$ cat src/rtl/adc_busif_pkg.sv
package adc_busif_pkg;
    typedef enum logic [2:0] {
        PH_IDLE,
        PH_SAMPLE,
        PH_COARSE,
        PH_FINE,
        PH_RECOV
    } phase_e;
endpackage

$ cat src/rtl/adc_busif_sync.sv
module adc_busif_sync #(
    parameter int W       = 3,
    parameter int STAGES  = 2,
    parameter logic [W-1:0] RST_VAL = '1
) (
    input  logic         clk,
    input  logic         rst_n,
    input  logic [W-1:0] din,
    output logic [W-1:0] dout
);
    logic [W-1:0] chain_d [STAGES];
    logic [W-1:0] chain_q [STAGES];

    assign chain_d[0] = din;
    for (genvar i = 1; i < STAGES; i++) begin : g_chain
        assign chain_d[i] = chain_q[i-1];
    end

    always_ff @(posedge clk or negedge rst_n) begin
        if (!rst_n) begin
            for (int i = 0; i < STAGES; i++) chain_q[i] <= RST_VAL;
        end else begin
            for (int i = 0; i < STAGES; i++) chain_q[i] <= chain_d[i];
        end
    end

    assign dout = chain_q[STAGES-1];
endmodule

$ cat src/rtl/adc_busif_seq.sv
module adc_busif_seq
    import adc_busif_pkg::*;
#(
    parameter int COARSE_W   = 6,
    parameter int FINE_W     = 4,
    parameter int COARSE_CYC = 12,
    parameter int FINE_CYC   = 10,
    parameter int RECOV_CYC  = 4,
    localparam int DATA_W    = COARSE_W + FINE_W,
    localparam int MAX_A     = (COARSE_CYC > FINE_CYC) ? COARSE_CYC : FINE_CYC,
    localparam int MAX_CYC   = (MAX_A > RECOV_CYC) ? MAX_A : RECOV_CYC,
    localparam int CNT_W     = $clog2(MAX_CYC + 1)
) (
    input  logic                clk,
    input  logic                rst_n,
    input  logic                mode_rd,
    input  logic                start_lvl,
    input  logic [COARSE_W-1:0] coarse_code,
    input  logic [FINE_W-1:0]   fine_code,
    output logic                trk_o,
    output logic                fine_o,
    output logic                done_o,
    output logic [DATA_W-1:0]   result_o
);
    typedef struct packed {
        phase_e              phase;
        logic [CNT_W-1:0]    cnt;
        logic                start_prev;
        logic [COARSE_W-1:0] coarse;
        logic [DATA_W-1:0]   result;
    } seq_t;

    seq_t seq_d, seq_q;
    logic start_edge;
    logic cnt_zero;

    localparam logic [CNT_W-1:0] COARSE_LD = CNT_W'(COARSE_CYC - 1);
    localparam logic [CNT_W-1:0] FINE_LD   = CNT_W'(FINE_CYC - 1);
    localparam logic [CNT_W-1:0] RECOV_LD  = CNT_W'(RECOV_CYC - 1);

    always_comb begin
        seq_d            = seq_q;
        seq_d.start_prev = start_lvl;
        start_edge       = start_lvl & ~seq_q.start_prev;
        cnt_zero         = (seq_q.cnt == '0);
        done_o           = 1'b0;
        unique case (seq_q.phase)
            PH_IDLE: begin
                if (start_edge) begin
                    if (mode_rd) begin
                        seq_d.phase = PH_COARSE;
                        seq_d.cnt   = COARSE_LD;
                    end else begin
                        seq_d.phase = PH_SAMPLE;
                    end
                end
            end
            PH_SAMPLE: begin
                if (!start_lvl) begin
                    seq_d.coarse = coarse_code;
                    seq_d.phase  = PH_FINE;
                    seq_d.cnt    = FINE_LD;
                end
            end
            PH_COARSE: begin
                if (cnt_zero) begin
                    seq_d.coarse = coarse_code;
                    seq_d.phase  = PH_FINE;
                    seq_d.cnt    = FINE_LD;
                end else begin
                    seq_d.cnt = seq_q.cnt - 1'b1;
                end
            end
            PH_FINE: begin
                if (cnt_zero) begin
                    done_o       = 1'b1;
                    seq_d.result = {seq_q.coarse, fine_code};
                    seq_d.phase  = PH_RECOV;
                    seq_d.cnt    = RECOV_LD;
                end else begin
                    seq_d.cnt = seq_q.cnt - 1'b1;
                end
            end
            PH_RECOV: begin
                if (cnt_zero) seq_d.phase = PH_IDLE;
                else          seq_d.cnt   = seq_q.cnt - 1'b1;
            end
            default: seq_d.phase = PH_IDLE;
        endcase
    end

    always_ff @(posedge clk or negedge rst_n) begin
        if (!rst_n) begin
            seq_q <= '{phase: PH_IDLE, cnt: '0, start_prev: 1'b0,
                       coarse: '0, result: '0};
        end else begin
            seq_q <= seq_d;
        end
    end

    assign trk_o    = (seq_q.phase == PH_SAMPLE) || (seq_q.phase == PH_COARSE);
    assign fine_o   = (seq_q.phase == PH_FINE);
    assign result_o = seq_q.result;


    busy_ignore_chk: assert property (@(posedge clk) disable iff (!rst_n)
        (seq_q.phase == PH_FINE) |=> (seq_q.phase == PH_FINE || seq_q.phase == PH_RECOV));


    fine_len_chk: assert property (@(posedge clk) disable iff (!rst_n)
        (seq_q.phase == PH_FINE) |-> (seq_q.cnt < CNT_W'(FINE_CYC)));


    recov_exit_chk: assert property (@(posedge clk) disable iff (!rst_n)
        (seq_q.phase == PH_RECOV) |=> (seq_q.phase == PH_RECOV || seq_q.phase == PH_IDLE));


    phase_excl_chk: assert property (@(posedge clk) disable iff (!rst_n)
        $onehot0({trk_o, fine_o}));


    result_hold_chk: assert property (@(posedge clk) disable iff (!rst_n)
        !$past(done_o) |-> $stable(result_o));
endmodule

$ cat src/rtl/adc_busif_out.sv
module adc_busif_out (
    input  logic clk,
    input  logic rst_n,
    input  logic rd_lvl,
    input  logic done_i,
    output logic int_n_o,
    output logic oe_o
);
    typedef struct packed {
        logic int_n;
        logic oe;
        logic rd_prev;
    } out_t;

    out_t out_d, out_q;
    logic rd_release;

    always_comb begin
        out_d         = out_q;
        rd_release    = out_q.rd_prev & ~rd_lvl;
        out_d.rd_prev = rd_lvl;
        out_d.oe      = rd_lvl;
        if (done_i)          out_d.int_n = 1'b0;
        else if (rd_release) out_d.int_n = 1'b1;
    end

    always_ff @(posedge clk or negedge rst_n) begin
        if (!rst_n) out_q <= '{int_n: 1'b1, oe: 1'b0, rd_prev: 1'b0};
        else        out_q <= out_d;
    end

    assign int_n_o = out_q.int_n;
    assign oe_o    = out_q.oe;


    int_fall_chk: assert property (@(posedge clk) disable iff (!rst_n)
        $fell(out_q.int_n) |-> $past(done_i));


    int_rise_chk: assert property (@(posedge clk) disable iff (!rst_n)
        $rose(out_q.int_n) |-> !$past(rd_lvl));


    oe_qual_chk: assert property (@(posedge clk) disable iff (!rst_n)
        out_q.oe |-> $past(rd_lvl));
endmodule

$ cat src/rtl/adc_busif.sv
module adc_busif #(
    parameter int COARSE_W    = 6,
    parameter int FINE_W      = 4,
    parameter int COARSE_CYC  = 12,
    parameter int FINE_CYC    = 10,
    parameter int RECOV_CYC   = 4,
    parameter int SYNC_STAGES = 2,
    localparam int DATA_W     = COARSE_W + FINE_W
) (
    input  logic                clk,
    input  logic                rst_n,
    input  logic                mode_rd,
    input  logic                cs_n,
    input  logic                sh_n,
    input  logic                rd_n,
    input  logic [COARSE_W-1:0] coarse_code,
    input  logic [FINE_W-1:0]   fine_code,
    output logic                trk_o,
    output logic                fine_o,
    output logic                int_n,
    output logic [DATA_W-1:0]   db_out,
    output logic                db_oe
);
    logic [2:0] strobe_s;
    logic       sh_act;
    logic       rd_act;
    logic       done;

    adc_busif_sync #(.W(3), .STAGES(SYNC_STAGES), .RST_VAL(3'b111)) u_sync (
        .clk  (clk),
        .rst_n(rst_n),
        .din  ({cs_n, sh_n, rd_n}),
        .dout (strobe_s)
    );

    assign sh_act = ~strobe_s[2] & ~strobe_s[1];
    assign rd_act = ~strobe_s[2] & ~strobe_s[0];

    adc_busif_seq #(
        .COARSE_W  (COARSE_W),
        .FINE_W    (FINE_W),
        .COARSE_CYC(COARSE_CYC),
        .FINE_CYC  (FINE_CYC),
        .RECOV_CYC (RECOV_CYC)
    ) u_seq (
        .clk        (clk),
        .rst_n      (rst_n),
        .mode_rd    (mode_rd),
        .start_lvl  (sh_act),
        .coarse_code(coarse_code),
        .fine_code  (fine_code),
        .trk_o      (trk_o),
        .fine_o     (fine_o),
        .done_o     (done),
        .result_o   (db_out)
    );

    adc_busif_out u_out (
        .clk    (clk),
        .rst_n  (rst_n),
        .rd_lvl (rd_act),
        .done_i (done),
        .int_n_o(int_n),
        .oe_o   (db_oe)
    );


    cs_gate_chk: assert property (@(posedge clk) disable iff (!rst_n)
        $rose(trk_o) |-> $past(sh_act));
endmodule

$ cat config.mk
export PLATFORM = sky130hd
export DESIGN_NAME = adc_busif
export DESIGN_NICKNAME = d
export VERILOG_FILES = /design/src/rtl/adc_busif_pkg.sv /design/src/rtl/adc_busif_sync.sv /design/src/rtl/adc_busif_seq.sv /design/src/rtl/adc_busif_out.sv /design/src/rtl/adc_busif.sv
export SDC_FILE = /design/constraint.sdc
export NUM_CORES = 1
export LEC_CHECK = 0
export ABC_AREA = 1
export BUFFER_PORTS_ARGS = -buffer_cell sky130_fd_sc_hd__buf_4
export CORE_UTILIZATION = 50
export CTS_CLUSTER_SIZE = 40
export DETAILED_ROUTE_END_ITERATION = 10
export GPL_TIMING_DRIVEN = 1
export PLACE_DENSITY = 0.7
export SYNTH_ARGS = -nofsm -noshare
export SYNTH_HDL_FRONTEND = slang
export SYNTH_HIERARCHICAL = 1
export SYNTH_SLANG_ARGS = --single-unit
$ cat constraint.sdc
create_clock -name clk -period 2.9 [get_ports clk]
set_input_delay 0.87 -clock clk [delete_from_list [all_inputs] [get_ports clk]]
set_output_delay 0.87 -clock clk [all_outputs]
set_load 0.05 [all_outputs]
# ---- Yosys cells after proc, flatten, opt, wreduce, memory -nomap -nowiden
# Cells that the tools add are included.
dict set report classes {
  eq_ne 11
  reduce_logical 10
  n_mux 19
  bitwise_logic 9
  n_addsub 1
}
# op n
set op_table {}
lappend op_table {{4-bit one-hot mux with 5 select lines} 1}
lappend op_table {{4-bit 2-to-1 mux} 4}
lappend op_table {{3-bit one-hot mux with 5 select lines} 1}
lappend op_table {{7-bit 2-to-1 mux} 2}
lappend op_table {{6-bit 2-to-1 mux} 2}
lappend op_table {{6-bit one-hot mux with 2 select lines} 1}
lappend op_table {{5-bit AND reduction} 2}
lappend op_table {{3-bit 2-to-1 mux} 3}
lappend op_table {{2-bit by 1-bit != test with 1-bit output, second input constant} 4}
lappend op_table {{3-bit by 2-bit equality test with 1-bit output, second input constant} 2}
lappend op_table {{2-bit != test, second input constant} 3}
lappend op_table {{1-bit inverter} 5}
lappend op_table {{5-bit nonzero test} 1}
lappend op_table {{1-bit bitwise AND} 4}
lappend op_table {{4-bit logical NOT} 1}
lappend op_table {{1-bit 2-to-1 mux} 4}
lappend op_table {{2-bit nonzero test} 2}
lappend op_table {{4-bit by 1-bit subtractor with 4-bit output, second input constant} 1}
lappend op_table {{3-bit by 1-bit equality test with 1-bit output, second input constant} 1}
lappend op_table {{3-bit equality test, second input constant} 1}
lappend op_table {{3-bit logical NOT} 1}
lappend op_table {{3-bit AND reduction} 1}
lappend op_table {{2-bit 2-to-1 mux} 1}
lappend op_table {{2-bit AND reduction} 1}
lappend op_table {{1-bit logical OR} 1}
dict set report word_totals {
  word_cells 59
  reg_bits 32
  in_bits 16
  output_inout_bits 14
}

# ---- Depth between registers and ports, before layout
# Gate-level depths: netlist of the first run.
dict set report depth {
  depth_word 6
  mapped_depth 11
  depth_no_buf 11
}

# ---- Modules after synthesis
# The synthesis of the first run kept the hierarchy.
# mod n_inst area_per_inst_um2 cells_each seq_area_each_um2
set by_module_without_submodules {}
lappend by_module_without_submodules {adc_busif_seq 1 1292.5 160 600.6}
lappend by_module_without_submodules {adc_busif_sync 1 157.7 6 157.7}
lappend by_module_without_submodules {adc_busif_out 1 71.3 6 51.3}
lappend by_module_without_submodules {adc_busif 1 7.5 2 0.0}

# ---- Worst setup path after synthesis of the first run
# Ideal clock, no wire load.
dict set report synth_timing {
  path_kind {register to output}
  from {register u_seq/seq_q[23] in the netlist's numbering}
  to {output fine_o}
  n_path_buf 0
  arrival_time_ps 967
  stages_incl_launch_ff 4
  setup_slack_ps 1063
  required_ps 2030
  path_cell_list {dfrtp_1 inv_2 nand3_2 inv_1}
}
dict set report synth_between {
  elab_chain_cells 1
}
# item line
set synth_rtl {}
lappend synth_rtl {{start: declaration} adc_busif_seq.sv:33} ;# seq_t seq_d, seq_q;
lappend synth_rtl {{start signal: assignment} adc_busif_seq.sv:94} ;# seq_q <= '{phase: PH_IDLE, cnt: '0, start_prev: 1'b0,
lappend synth_rtl {{start signal: assignment} adc_busif_seq.sv:97} ;# seq_q <= seq_d;
lappend synth_rtl {{3-bit by 2-bit equality test with 1-bit output} adc_busif_seq.sv:102} ;# assign fine_o = (seq_q.phase == PH_FINE);
lappend synth_rtl {{end: declaration} adc_busif.sv:19} ;# output logic fine_o,
# No other way between the ends.

# ---- Worst setup path after layout of the first run
dict set report layout_timing {
  from {register u_seq/seq_q[23] in the netlist's numbering}
  to {output trk_o}
}
dict set report layout_between {
  elab_chain_cells 2
  elab_cells_between_ends 3
  cone_classes {2 x eq/ne; 1 x reduce/logical}
}
# item line
set layout_rtl {}
lappend layout_rtl {{3-bit by 1-bit equality test with 1-bit output or 3-bit by 2-bit equality test with 1-bit output (tied branches)} adc_busif_seq.sv:101} ;# assign trk_o = (seq_q.phase == PH_SAMPLE) || (seq_q.phase == PH_COARSE);
lappend layout_rtl {{1-bit logical OR (*)} adc_busif_seq.sv:101}
lappend layout_rtl {{end: declaration} adc_busif.sv:18} ;# output logic trk_o,
# Mark *: on every way between the ends. The rest lies on a longest branch, timed or not.

==> results of run 1 <==
flip-flops by register name, indices dropped and copies added (netlist names):
| signal | flops |
|---|---|
| u_out/out_q | 1 |
| u_seq/seq_q | 14 |
| u_sync/chain_d | 3 |
| u_seq/result_o | 10 |
| u_sync/dout | 3 |
| u_out/int_n_o | 1 |
power by group through the flow:
stage | Sequential (W) | Clock, W | Combinational (W)
finish | 0.000721 | 0.000263 | 0.00122
global route | 0.000740 | 0.000298 | 0.00136
detailed placement | 0.000727 | 0 | 0.00123
floorplan | 0.000732 | 0 | 0.00102
CTS | 0.000721 | 0.000276 | 0.00123
global placement | 0.000720 | 0 | 0.00119
cell usage in the layout, fill, tap and decap left out, types with 2 or more instances in the layout:
cell	netlist	final
nand2_1	49	49
buf_4	10	29
nand3_2	2	2
dfstp_2	7	7
inv_2	4	4
nand2_2	3	3
o21ai_0	4	4
clkbuf_4	0	5
nor2_1	16	16
o21ai_2	5	5
a21oi_2	3	3
nand4_1	3	3
a21oi_1	6	6
inv_1	18	18
nor2_4	2	2
dfrtp_1	25	25
nand3_1	7	7
worst max-delay path, stage by stage (launching register included):
cell	delay [ns]
dfrtp_1	0.45
inv_2	0.14
nand3_1	0.14
nand2_2	0.14
buf_4	0.21
stage by stage:
step / instances / area (µm²) / utilization, % / setup WS (ns) / total power, W
global placement: 222 / 1690 / 59.7 / 1.05 / 0.00191
global route: 230 / 1750 / 61.9 / 0.542 / 0.00240
finish: 230 / 1750 / 61.9 / 0.631 / 0.00221
detailed placement: 222 / 1690 / 59.7 / 0.999 / 0.00195
floorplan: 174 / 1530 / - / 1.06 / 0.00175
CTS: 230 / 1750 / 61.9 / 0.626 / 0.00223
logic make-up (layout without fill, tap and decap cells):
kind of cell               count (synthesis)  count (layout)  synth area share (%)
and+or+nand+nor                           84              84                  24.2
xor gates and xnor gates                   1               1                 0.573
adders and majority gates                  1               1                 0.818
DFF                                       32              32                  52.9
AOI/OAI and AO/OA                         21              21                  9.25
buffers and inverters                     35              60                  12.2
synthesized netlist by cell type:
cell type / n / area, µm²
nand2_1: 49 / 184
dfrtp_1: 25 / 626
inv_1: 18 / 67.6
nor2_1: 16 / 60.1
buf_4: 10 / 75.1
dfstp_2: 7 / 184
nand3_1: 7 / 35.0
a21oi_1: 6 / 30.0
o21ai_2: 5 / 43.8
inv_2: 4 / 15.0
o21ai_0: 4 / 20.0
a21oi_2: 3 / 26.3
nand2_2: 3 / 18.8
nand4_1: 3 / 18.8
buf_6: 2 / 22.5
nand3_2: 2 / 20.0
nor2_4: 2 / 22.5
a31oi_1: 1 / 6.26
ha_1: 1 / 12.5
inv_4: 1 / 6.26
nor2_2: 1 / 6.26
nor3_1: 1 / 5.00
o211ai_1: 1 / 7.51
o21bai_1: 1 / 7.51
xor2_1: 1 / 8.76
layer usage:
layer	GRT usage (%)	up-vias	wire, µm
li1	-	583	-
met1	26.5	512	1220
met2	31.8	27	1370
met3	7.48	5	139
met4	9.06	0	50
met5	0	-	0
how the worst min path moves through the flow:
stage	startpoint	depth (start not counted)	slack (ns)	end
CTS	u_sync/chain_d[0]$_DFF_PN1_	0	0.36	u_sync/dout[0]$_DFF_PN1_
finish	u_sync/chain_d[0]$_DFF_PN1_	0	0.36	u_sync/dout[0]$_DFF_PN1_
detailed placement	u_sync/chain_d[0]$_DFF_PN1_	0	0.35	u_sync/dout[0]$_DFF_PN1_
global route	u_sync/chain_d[1]$_DFF_PN1_	0	0.37	u_sync/dout[1]$_DFF_PN1_
global placement	u_sync/chain_d[0]$_DFF_PN1_	0	0.35	u_sync/dout[0]$_DFF_PN1_
floorplan	u_sync/chain_d[0]$_DFF_PN1_	0	0.35	u_sync/dout[0]$_DFF_PN1_
layout make-up:
cell class                 instances  area [µm²]  area share [%]
clock buffer                       7        55.1            3.15
multi-input combinational        107         533            30.5
clock inverter                     1        7.51           0.429
timing repair buffer              29         218            12.4
inverter                          23        88.8            5.08
tap                               31        38.8            2.22
sequential                        32         810            46.2
==> metrics, run 1 <==
reg-to-reg endpoint=u_seq/seq_q[10]$_DFFE_PN0P_; GRT Overall Usage=20.7%; clock share of power=11.9%; Netlist cell types=25; Final period util=78.2%; cells after synthesis=174; antenna diode count=0; area delta synth->final=14.5%; slew margin rel.=74.7%; post-route ant nets=0; sw frac=49.3%; P_int=0.00112 W; Iter 0 DRT Violations=69; number of setup violations in the final report=0; die outline width=57.3 µm; largest net degree at the start of global routing=33; outcome=finished, violations left; grt ovf=0; Layout Skew=0.00784 ns; DRC errors left=2; GPL Wtd Cong=0.866; reg-to-reg slack, setup=1.20 ns; Static Leakage=0.935 nW; crit-path max FO=7; worst slew pin tran=0.379 ns; first-pass detailed-route iteration total=7; Comb power frac=55.4%; # port buffers=29; CTS clk-pin slew, worst paths=0.09 ns; DR WL/cell=12.1 µm; Mapped Nets=191; CTS resizes=0; Final #Nets=215; die height=57.3 µm; hold buffers post-CTS=0; endpoints failing hold=0; routed wire length=2780 µm; Root Buffer=clkbuf_4; Die Footprint=3280 µm²; TritonCTS Buffers=5; initial antenna violation count=0; CTS sink cnt=32; CP endpoint kind=output port; core area=2830 µm²; Setup TNS=0 ns; final hold slack=0.361 ns; Hold WC Path Type=register to register; Worst Setup SP=u_seq/seq_q[23]$_DFFE_PN0P_; CTS H-Tree Depth=2; vias per cell=4.90; share of layout cells above drive strength 1=32.2%; reg2reg start=u_seq/seq_q[17]$_DFFE_PN0P_; Post-CTS Setup Bufs=0; Net Sw Power=0.00109 W; FILL cells=241; max-slew violation count=0; RSZ-0062 raised after global routing=no; reg2reg path depth=7; global-route wire length before repair=4930 µm; synthesized cell area=1530 µm²; starting density of the core=54.0%; critical path type=register to output port; IO Count=30; Clk Latency, worst-skew pair=0.33 ns; fmax=441 MHz; register area share after synthesis=52.9%; max_cap viols=0; VDD IR max=0.605 mV; clk buf depth=2; Cell Rows=19; Worst setup SP type=register; failing checks=design-rule violations; Critical Path RT=2.03 ns; Period minus WS final=2.27 ns; via count=1127; vias in the first global route=1096; YS warnings=6; Reg power frac=32.7%; #FFs+latches synth=32; WP data arrival=1.40 ns; CTS tree=yes; DP HPWL=2050 µm; synthesized area per cell=8.79 µm²; CP Capture Point=trk_o; Power per Cell Area=1260 nW/µm²
Note: power is estimated with default switching activity, not from simulation.
==> run 2: changes to the inputs <==
--- a/config.mk
+++ b/config.mk
@@ -7,11 +7,11 @@
 export LEC_CHECK = 0
 export ABC_AREA = 1
 export BUFFER_PORTS_ARGS = -buffer_cell sky130_fd_sc_hd__buf_4
-export CORE_UTILIZATION = 50
+export CORE_UTILIZATION = 48
 export CTS_CLUSTER_SIZE = 40
 export DETAILED_ROUTE_END_ITERATION = 10
 export GPL_TIMING_DRIVEN = 1
-export PLACE_DENSITY = 0.7
+export PLACE_DENSITY = 0.71
 export SYNTH_ARGS = -nofsm -noshare
 export SYNTH_HDL_FRONTEND = slang
 export SYNTH_HIERARCHICAL = 1
==> constraint.sdc (replaced) <==
create_clock -name clk -period 1.8 [get_ports clk]
set_input_delay 0.54 -clock clk [delete_from_list [all_inputs] [get_ports clk]]
set_output_delay 0.54 -clock clk [all_outputs]
set_load 0.05 [all_outputs]
==> run 2 against run 1 <==
The flow finishes with violations (negative setup slack); first-iteration DRC count decreased by 17%; sequential share of layout area decreased by 2.5 points; combinational power increased by 76%.
==> metrics, run 2 (synthesis gave the netlist of run 1 again) <==
outcome=finished, violations left; failing checks=negative setup slack; post-layout util=61.2% (-0.64 points); max-slew violation count=0 (unchanged); clk buf depth=2 (unchanged); Worst setup SP type=register; VDD IR max=1.26 mV (+110%); Power per Cell Area=2080 nW/µm² (+65%); Crit-path slowest cell=dfrtp_1; GRT Overall Usage=19.3% (-1.3 points); CP endpoint kind=output port; family with the most delay on the worst path=flip-flops; share of layout cells above drive strength 1=36.4% (+4.2 points); routed wire length=2890 µm (+3.8%); CTS sink cnt=32 (unchanged); most frequent cells in the layout=nand2_1, buf_4, dfrtp_1; die height=58.4 µm (+2.0%); fmax=547 MHz; area delta synth->final=21.3%; worst setup margin=-0.0292 ns (-0.660 ns); Final #Nets=222 (+3.3%); via count=1207 (+7.1%); pre-CTS setup slack=0.170 ns (-0.829 ns); Cell Rows=20 (+1); RSZ-0062 raised after global routing=yes; TritonCTS Buffers=5 (unchanged); # port buffers=29 (unchanged); critical path's largest stage delay=0.43 ns (-0.02 ns); global-route wire length before repair=4890 µm (-0.83%); crit-path max FO=6 (-1); largest net degree at the start of global routing=33 (unchanged); met3 WL=165 µm (+19%); CTS tree=yes; CTS clk-pin slew, worst paths=0.10 ns (about the same); Iter 0 DRT Violations=57 (-17%); Period minus WS final=1.83 ns; vias in the first global route=1177 (+7.4%); vias per cell=4.83 (-1.5%); DR WL/cell=11.5 µm (-4.5%); Critical Path RT=1.26 ns (-0.77 ns); DRC errors left=0 (-2); CTS H-Tree Depth=2 (unchanged); IO Count=30 (unchanged); antenna diode count=0 (unchanged); core area=3030 µm² (+7.0%); slew margin rel.=73.6% (-1.2 points); Root Buffer=clkbuf_4; Final period util=102%; CP Cell Sequence=inv_2, nand3_2, inv_1, buf_6; grt ovf=0 (unchanged); critical path type=register to output port; max FFs per register=14 (unchanged); Most flops, register=u_seq/seq_q; Buf+Inv Stages, Crit Path=3 (+1); Hold WC Path Type=primary input to async pin; number of setup violations in the final report=2 (+2); hold buffers post-CTS=0 (unchanged); worst slew pin tran=0.397 ns (+0.0174 ns); M1 WL=1230 µm (+0.57%); max_cap viols=0 (unchanged); Clk Latency, worst-skew pair=0.33 ns (about the same); uppermost routed layer=met4; post-route ant nets=0 (unchanged); Static Leakage=0.978 nW (+4.7%); starting density of the core=50.5% (-3.6 points); die outline width=58.4 µm (+2.0%); DP HPWL=1990 µm (-3.0%); met2 wire len=1430 µm (+4.3%); WP data arrival=1.29 ns (-0.11 ns); first-pass detailed-route iteration total=4 (-3); Layout Skew=0.00615 ns (-0.00170 ns); Die Footprint=3420 µm² (+4.0%); final hold slack=0.129 ns (-0.232 ns); commonest non-fill, non-tap cell in the layout=nand2_1; GPL Wtd Cong=0.858 (-0.90%); initial antenna violation count=0 (unchanged); endpoints failing hold=0 (unchanged)
==> run 2: cell type report <==
| type | count | area (µm²) |
|---|---|---|
| clock buffer | 5 | 37.5 |
| clock inverter | 3 | 42.5 |
| fill | 278 | 1170 |
| inverter | 23 | 88.8 |
| multi-input combinational | 107 | 538 |
| sequential | 32 | 811 |
| tap | 44 | 55.1 |
| timing repair buffer | 36 | 282 |
==> run 2: stage by stage <==
step	instance area, µm²	power, W	cells	setup TNS [ns]
6_report	1850	0.00385	250	-0.0441
5_1_grt	1850	0.00414	250	-0.157
4_1_cts	1830	0.00383	247	-0.0172
3_5_place_dp	1700	0.00315	235	0
3_3_place_gp	1700	0.00309	235	0
2_1_floorplan	1530	0.00283	174	0
==> run 2: worst reg2reg max path, cell delays in order (launching register included) <==
cell     delay [ns]
dfrtp_1        0.39
inv_1          0.13
ha_1           0.21
nand2_1        0.18
nand2_1        0.14
nand3_2        0.23
nor2_1         0.21
a21oi_2        0.04
==> run 2: worst paths after layout <==
kind	startpoint	endpoint	slack, ns	cells past startpoint
worst min-delay path	rst_n	u_out/out_q[0]$_DFF_PN0_	0.13	1
worst max register to register	u_seq/seq_q[17]$_DFFE_PN0P_	u_seq/seq_q[11]$_DFFE_PN0P_	0.15	7
worst max-delay path	u_seq/seq_q[23]$_DFFE_PN0P_	fine_o	-0.03	4
worst min register to register	u_sync/chain_d[2]$_DFF_PN1_	u_sync/dout[2]$_DFF_PN1_	0.36	0
max in group asynchronous	rst_n	u_sync/dout[0]$_DFF_PN1_	1.36	1
min in group clk	cs_n	u_sync/chain_d[2]$_DFF_PN1_	0.31	1
==> run 2: per-layer routing <==
layer | GRT usage, % | vias to the layer above
met5 | 0 | -
li1 | - | 593
met4 | 9.52 | 0
met3 | 5.49 | 7
met1 | 24.3 | 564
met2 | 30.7 | 43
==> run 2: power breakdown <==
part / total, W / internal (W) / switching (W)
clock network: 0.000540 / 0.000289 / 0.000250
registers: 0.00116 / 0.00100 / 0.000159
logic: 0.00215 / 0.000733 / 0.00142
total: 0.00385 / 0.00202 / 0.00183
==> run 2: what timing repair did <==
action                                  4_1_cts  5_1_grt
endpoints found under the setup margin        2        2
cloned                                        0        0
endpoints found under the hold margin         0        0
resized for setup                             5        1
pin swaps                                     2        3
setup buffers                                 4        3
